File: src/rtl/rs_fix_pkg.sv
package rs_fix_pkg;
    // Symbol width fixed by the three-nibble packing
    localparam int SYM_W = 12;

    typedef enum logic [2:0] {
        ST_IDLE = 3'd0,
        ST_EVAL = 3'd1,
        ST_RD   = 3'd2,
        ST_WR   = 3'd3,
        ST_FIN  = 3'd4
    } fix_state_e;
endpackage

File: src/rtl/rs_entry_sel.sv
module rs_entry_sel
    import rs_fix_pkg::*;
#(
    parameter int N_ENT = 4,
    localparam int IW = $clog2(N_ENT + 1)
) (
    input  logic [N_ENT*SYM_W-1:0] pos_flat,
    input  logic [N_ENT*SYM_W-1:0] pat_flat,
    input  logic [IW-1:0]          sel,
    output logic [SYM_W-1:0]       pos,
    output logic [SYM_W-1:0]       pat
);
    logic [SYM_W-1:0] pos_arr [N_ENT];
    logic [SYM_W-1:0] pat_arr [N_ENT];

    for (genvar g = 0; g < N_ENT; g++) begin : g_unpack
        assign pos_arr[g] = pos_flat[g*SYM_W +: SYM_W];
        assign pat_arr[g] = pat_flat[g*SYM_W +: SYM_W];
    end

    always_comb begin
        pos = '0;
        pat = '0;
        for (int i = 0; i < N_ENT; i++) begin
            if (sel == IW'(i)) begin
                pos = pos_arr[i];
                pat = pat_arr[i];
            end
        end
    end
endmodule

File: src/rtl/rs_sym_map.sv
module rs_sym_map
    import rs_fix_pkg::*;
#(
    parameter int LAST_SYM = 1374,
    parameter int ADDR_W   = 12
) (
    input  logic [SYM_W-1:0]  pos,
    input  logic [SYM_W-1:0]  pat,
    output logic              bad,
    output logic              two_bytes,
    output logic [ADDR_W-1:0] addr_lo,
    output logic [7:0]        mask_lo,
    output logic [ADDR_W-1:0] addr_hi,
    output logic [7:0]        mask_hi
);
    localparam logic [SYM_W-1:0] LAST_C = SYM_W'(LAST_SYM);

    logic [SYM_W+1:0] triple;
    logic [ADDR_W-1:0] half;

    assign triple = {2'b00, pos} + {1'b0, pos, 1'b0};
    assign half   = ADDR_W'(triple[SYM_W+1:1]);

    always_comb begin
        bad       = 1'b0;
        two_bytes = 1'b1;
        addr_lo   = '0;
        mask_lo   = '0;
        addr_hi   = '0;
        mask_hi   = '0;
        if (pos > LAST_C) begin
            bad = 1'b1;
        end else if (pos == '0) begin
            // pad nibble in front: only byte 0 carries symbol bits
            bad       = |pat[11:8];
            two_bytes = 1'b0;
            mask_lo   = pat[7:0];
        end else if (pos[0]) begin
            addr_lo = half;
            mask_lo = pat[11:4];
            addr_hi = half + 1'b1;
            mask_hi = {pat[3:0], 4'h0};
        end else begin
            addr_lo = half - 1'b1;
            mask_lo = {4'h0, pat[11:8]};
            addr_hi = half;
            mask_hi = pat[7:0];
        end
    end
endmodule

File: src/rtl/rs_packed_fixup.sv
module rs_packed_fixup
    import rs_fix_pkg::*;
#(
    parameter int MAX_ERR  = 4,
    parameter int LAST_SYM = 1374,
    localparam int CW      = $clog2(MAX_ERR + 1),
    localparam int ADDR_W  = $clog2((3 * LAST_SYM) / 2 + 2),
    localparam int FLAT_W  = MAX_ERR * SYM_W
) (
    input  logic              clk,
    input  logic              rst_n,
    input  logic              start,
    input  logic [CW-1:0]     err_count,
    input  logic [FLAT_W-1:0] err_pos,
    input  logic [FLAT_W-1:0] err_pat,
    output logic              busy,
    output logic              done,
    output logic              failed,
    output logic [CW-1:0]     fixed_cnt,
    output logic              ram_rd_en,
    output logic              ram_wr_en,
    output logic [ADDR_W-1:0] ram_addr,
    output logic [7:0]        ram_wdata,
    input  logic [7:0]        ram_rdata
);
    localparam logic [CW-1:0] MAX_C = CW'(MAX_ERR);

    typedef struct packed {
        fix_state_e        st;
        logic [CW-1:0]     idx;
        logic [CW-1:0]     cnt;
        logic [CW-1:0]     nerr;
        logic              slot;
        logic              fail;
        logic [FLAT_W-1:0] pos;
        logic [FLAT_W-1:0] pat;
    } fix_regs_t;

    fix_regs_t r_q, r_d;

    logic [SYM_W-1:0]  cur_pos, cur_pat;
    logic              m_bad, m_two;
    logic [ADDR_W-1:0] m_addr_lo, m_addr_hi;
    logic [7:0]        m_mask_lo, m_mask_hi;

    rs_entry_sel #(.N_ENT(MAX_ERR)) u_sel (
        .pos_flat (r_q.pos),
        .pat_flat (r_q.pat),
        .sel      (r_q.idx),
        .pos      (cur_pos),
        .pat      (cur_pat)
    );

    rs_sym_map #(.LAST_SYM(LAST_SYM), .ADDR_W(ADDR_W)) u_map (
        .pos       (cur_pos),
        .pat       (cur_pat),
        .bad       (m_bad),
        .two_bytes (m_two),
        .addr_lo   (m_addr_lo),
        .mask_lo   (m_mask_lo),
        .addr_hi   (m_addr_hi),
        .mask_hi   (m_mask_hi)
    );

    always_comb begin
        r_d = r_q;
        unique case (r_q.st)
            ST_IDLE: begin
                if (start) begin
                    r_d.st   = ST_EVAL;
                    r_d.nerr = err_count;
                    r_d.pos  = err_pos;
                    r_d.pat  = err_pat;
                    r_d.idx  = '0;
                    r_d.cnt  = '0;
                    r_d.slot = 1'b0;
                    r_d.fail = 1'b0;
                end
            end
            ST_EVAL: begin
                r_d.slot = 1'b0;
                if (r_q.nerr > MAX_C) begin
                    r_d.fail = 1'b1;
                    r_d.st   = ST_FIN;
                end else if (r_q.idx == r_q.nerr) begin
                    r_d.st = ST_FIN;
                end else if (m_bad) begin
                    r_d.fail = 1'b1;
                    r_d.st   = ST_FIN;
                end else begin
                    r_d.st = ST_RD;
                end
            end
            ST_RD: r_d.st = ST_WR;
            ST_WR: begin
                if (!r_q.slot && m_two) begin
                    r_d.slot = 1'b1;
                    r_d.st   = ST_RD;
                end else begin
                    r_d.cnt = r_q.cnt + 1'b1;
                    r_d.idx = r_q.idx + 1'b1;
                    r_d.st  = ST_EVAL;
                end
            end
            ST_FIN:  r_d.st = ST_IDLE;
            default: r_d.st = ST_IDLE;
        endcase
    end

    always_ff @(posedge clk) begin
        if (!rst_n) r_q <= '0;
        else        r_q <= r_d;
    end

    assign busy      = (r_q.st != ST_IDLE);
    assign done      = (r_q.st == ST_FIN);
    assign failed    = r_q.fail;
    assign fixed_cnt = r_q.cnt;
    assign ram_rd_en = (r_q.st == ST_RD);
    assign ram_wr_en = (r_q.st == ST_WR);
    assign ram_addr  = r_q.slot ? m_addr_hi : m_addr_lo;
    assign ram_wdata = ram_rdata ^ (r_q.slot ? m_mask_hi : m_mask_lo);


    rd_then_wr_chk: assert property (@(posedge clk) disable iff (!rst_n)
        ram_rd_en |=> ram_wr_en && $stable(ram_addr));


    wr_needs_rd_chk: assert property (@(posedge clk) disable iff (!rst_n)
        ram_wr_en |-> $past(ram_rd_en));


    strobe_excl_chk: assert property (@(posedge clk) disable iff (!rst_n)
        !(ram_rd_en && ram_wr_en));


    done_pulse_chk: assert property (@(posedge clk) disable iff (!rst_n)
        done |=> !done);


    quiet_after_fail_chk: assert property (@(posedge clk) disable iff (!rst_n)
        failed |-> !ram_wr_en && !ram_rd_en);


    cnt_bound_chk: assert property (@(posedge clk) disable iff (!rst_n)
        fixed_cnt <= MAX_C);
endmodule

File: config.mk
export PLATFORM = sky130hd
export DESIGN_NAME = rs_packed_fixup
export DESIGN_NICKNAME = d
export VERILOG_FILES = /design/src/rtl/rs_fix_pkg.sv /design/src/rtl/rs_entry_sel.sv /design/src/rtl/rs_sym_map.sv /design/src/rtl/rs_packed_fixup.sv
export SDC_FILE = /design/constraint.sdc
export NUM_CORES = 1
export LEC_CHECK = 0
export ABC_AREA = 1
export CAP_MARGIN = 10
export CORE_UTILIZATION = 30
export CTS_BUF_LIST = sky130_fd_sc_hd__clkbuf_4
export CTS_CLUSTER_DIAMETER = 30
export DETAILED_ROUTE_END_ITERATION = 6
export PLACE_DENSITY = 0.49
export SYNTH_ARGS = -nofsm -noshare
export SYNTH_HDL_FRONTEND = slang
export SYNTH_SLANG_ARGS = --single-unit
File: constraint.sdc
create_clock -name clk -period 4.2 [get_ports clk]
set_input_delay 0.42 -clock clk [delete_from_list [all_inputs] [get_ports clk]]
set_output_delay 0.42 -clock clk [all_outputs]
set_load 0.02 [all_outputs]
==> results of run 1 <==
## cells in the mapped netlist, types with 3 or more instances
library cell	instances	area share, %
a21oi_1	129	9.3
and2_1	4	0.36
buf_2	8	0.58
buf_4	4	0.43
buf_6	6	0.97
clkbuf_1	44	2.4
dfxtp_1	110	32
ha_1	30	5.4
inv_1	113	6.1
inv_2	10	0.54
nand2_1	248	13
nand2_2	9	0.81
nand3_1	103	7.4
nand3b_1	3	0.32
nand4_1	15	1.3
nor2_1	50	2.7
nor2_2	3	0.27
nor2_4	4	0.65
nor3_1	5	0.36
o211ai_1	10	1.1
o21ai_0	72	5.2
o21ai_1	24	1.7
o311ai_0	4	0.50
xnor2_1	11	1.4
xor2_1	7	0.88
## stage by stage
step | hold slack [ns] | worst slack [ns] | std cells | setup TNS (ns)
global placement | 0.442 | -0.165 | 1501 | -0.524
finish | 0.443 | 0.113 | 1540 | 0
floorplan | 0.425 | 0.277 | 1055 | 0
CTS | 0.433 | -0.00939 | 1528 | -0.00939
detailed placement | 0.447 | -0.219 | 1501 | -1.05
global route | 0.447 | -0.116 | 1540 | -0.566
## logic make-up (layout without fill, tap and decap cells)
group	count (synthesis)	after routing
buffers and inverters	187	385
xor gates and xnor gates	19	19
adders and majority gates	31	31
other	0	2
DFF	110	110
AOI/OAI and AO/OA	253	253
and+or+nand+nor	455	455
## worst min-delay path, delay by kind of cell
| kind | cells | cell delay, ns |
|---|---|---|
| buffers and inverters | 3 | 0.38 |
| and+or+nand+nor | 1 | 0.12 |
## report_power, final
group          leakage [nW]  total, mW  internal, mW  switching [mW]
registers             0.907       1.21          1.16          0.0493
logic                  3.24       1.83         0.768            1.07
clock network        0.0770      0.540         0.140           0.399
total                  4.22       3.59          2.07            1.51
## area by class of cell
class | count | share of cell area, %
multi-input combinational | 758 | 46.0
sequential | 110 | 22.3
timing repair buffer | 244 | 21.7
inverter | 125 | 4.98
tap | 285 | 3.59
clock inverter | 7 | 0.769
clock buffer | 9 | 0.681
antenna | 2 | 0.0505
## what timing repair did
action | in CTS | in global routing
endpoints found under the setup margin | 20 | 20
buffers inserted | 11 | 11
pin swaps | 21 | 51
gates cloned | 0 | 0
resized for setup | 124 | 127
hold buffers | 0 | 0
## worst paths after layout
kind	to	start	cells after the start
setup reg to reg	fixed_cnt[2]	r_q[105]	24
hold reg to reg	r_q[35]	r_q[35]	2
setup / recovery	ram_addr[10]	r_q[105]	26
hold / removal	r_q[108]	rst_n	4
## per-layer routing
metal  vias up  global-route usage [%]
met4         0                    4.38
met2       130                    31.2
met5         -                       0
met1      3368                    26.7
li1       3838                       -
met3        15                    2.41
## sequential cells by signal, summed over array words and instances, names as in the netlist
register,cells
failed,1
r_q,106
fixed_cnt,3
==> impl_metrics.csv, run 1 <==
group,metric,value,unit
run_status,run_status,"complete, no violations",
setup_path,crit_family,"simple AND/OR/NAND/NOR gates",
sta,hold_viol_final,0,
drt,ant_nets,0,
drt,drcViolationCount,0,
power,finalPower,3.59,mW
final_layout,nFillCells,2412,
setup_path,critPathCaptureType,"output port",
worst_hold_path,hold_path_class,"input port to flip-flop",
drt,routedLengthMet1,11200,µm
drt,top_layer,"met4",
place,place_area,9050,µm²
global_route,grt_overflow,0,
drt,vias_per_cell,4.77,
setup_path,ff2ff_setup_slack,0.99,ns
yosys,synth_compound_area_share,19.3,%
yosys,ys_warn_count,0,
setup_path,critical_path.max_fanout,6,
cts,cts_sinks,110,
cts,clock_latency,0.50,ns
sta,clock_skew,0.0305,ns
yosys,synthesis.area,6960,µm²
place,dp_hpwl,17200,µm
sta,fmax,245,MHz
yosys,synthAdderAreaFrac,5.68,%
setup_path,cp.required,3.78,ns
setup_path,slowest_stage,"dfxtp_4",
run,maxCapViolations,0,
power,p_per_area,362,nW/µm²
power,ir_drop,0.160,mV
final_layout,syn2layout_area_growth,42.6,%
setup_path,cpPeakStageDelay,0.40,ns
final_layout,finalInstanceArea,9920,µm²
die,num_rows,55,
global_route,grt_start_max_net_pins,80,
sta,period_share,97.3,%
yosys,postSynthAreaPerCell,6.59,µm²
final_layout,finish.utilization,43.7,%
global_route,grt.total_usage,19.1,%
yosys,syn_inst,1055,
yosys,yosys.area_share.simple,29.7,%
cts,clockBufferDepth,2,
yosys,syn_nets,1196,
drt,met3_length,671,µm
yosys,synth_edf_count,0,
die,start_util,30.6,%
cts,clk_pin_slew,0.19,ns
sta,layout_min_cycle_time,4.09,ns
yosys,synthArstFlopShare,0,%
final_layout,final_common_cell,"nand2_1",
die,io_pins,138,
place,routabilityCongestion,0.874,
cts,cts_tree,"yes",
cts,cts_root_buffer,"clkbuf_4",
drt,wl_per_cell,14.6,µm
global_route,grt_pass1_vias,6969,
sta,setup_viol,0,
power,power_leakage,4.22,nW
final_layout,layout_common_cells,"219 x nand2_1, 123 x a21oi_1, 115 x clkdlybuf4s50_1, 108 x dfxtp_1, 105 x buf_4",
die,coreArea,22700,µm²
sta,maxSlewViolCount,0,
cts,cts_made_buffers,9,
sta,slew_headroom,32.4,%
drt,drt-pass1-iter-count,4,
yosys,synth_top_family_by_area,"simple AND/OR/NAND/NOR gates",
sta,rsz0062_at_grt,"true",
final_layout,nets,1389,
final_layout,drive_gt1_share,23.5,%
die,fp.dieH,154,µm
final_layout,seq_area,2210,µm²
die,chipWidth,154,µm
setup_path,crit_top_cell,"nand2_4",
drt,vias,7351,
yosys,seq_area_frac_synth,31.7,%
yosys,synthXorXnorAreaFrac,2.50,%
die,dieArea,23800,µm²
setup_path,arrival,3.67,ns
drt,drtIter0Drc,352,
yosys,ys_seq_elements,110,
drt,wl_met2,10400,µm
cts,cts_max_level,3,
place,io_buffers,137,
setup_path,cp-start-kind,"flip-flop",
final_layout,multiInputGateArea,4560,µm²
global_route,grt_pass1_wl,36300,µm
setup_path,path_buf_inv,7,
drt,wirelength,22400,µm
setup_path,crit_type,"flip-flop to output port",
sta,worst_pin_slew,1.01,ns
yosys,synth_mux_area_share,0,%
global_route,antenna_found_initial,1,
yosys,ys_types,47,
yosys,ys.flop_type,"dfxtp_1",
No activity file was read; power rests on OpenSTA's default activity.
==> run 2, diff against run 1 <==
- CTS_CLUSTER_DIAMETER: 30 -> 100
==> results of run 2 <==
The final DEF is identical to that of run 1; final timing and power are the same.
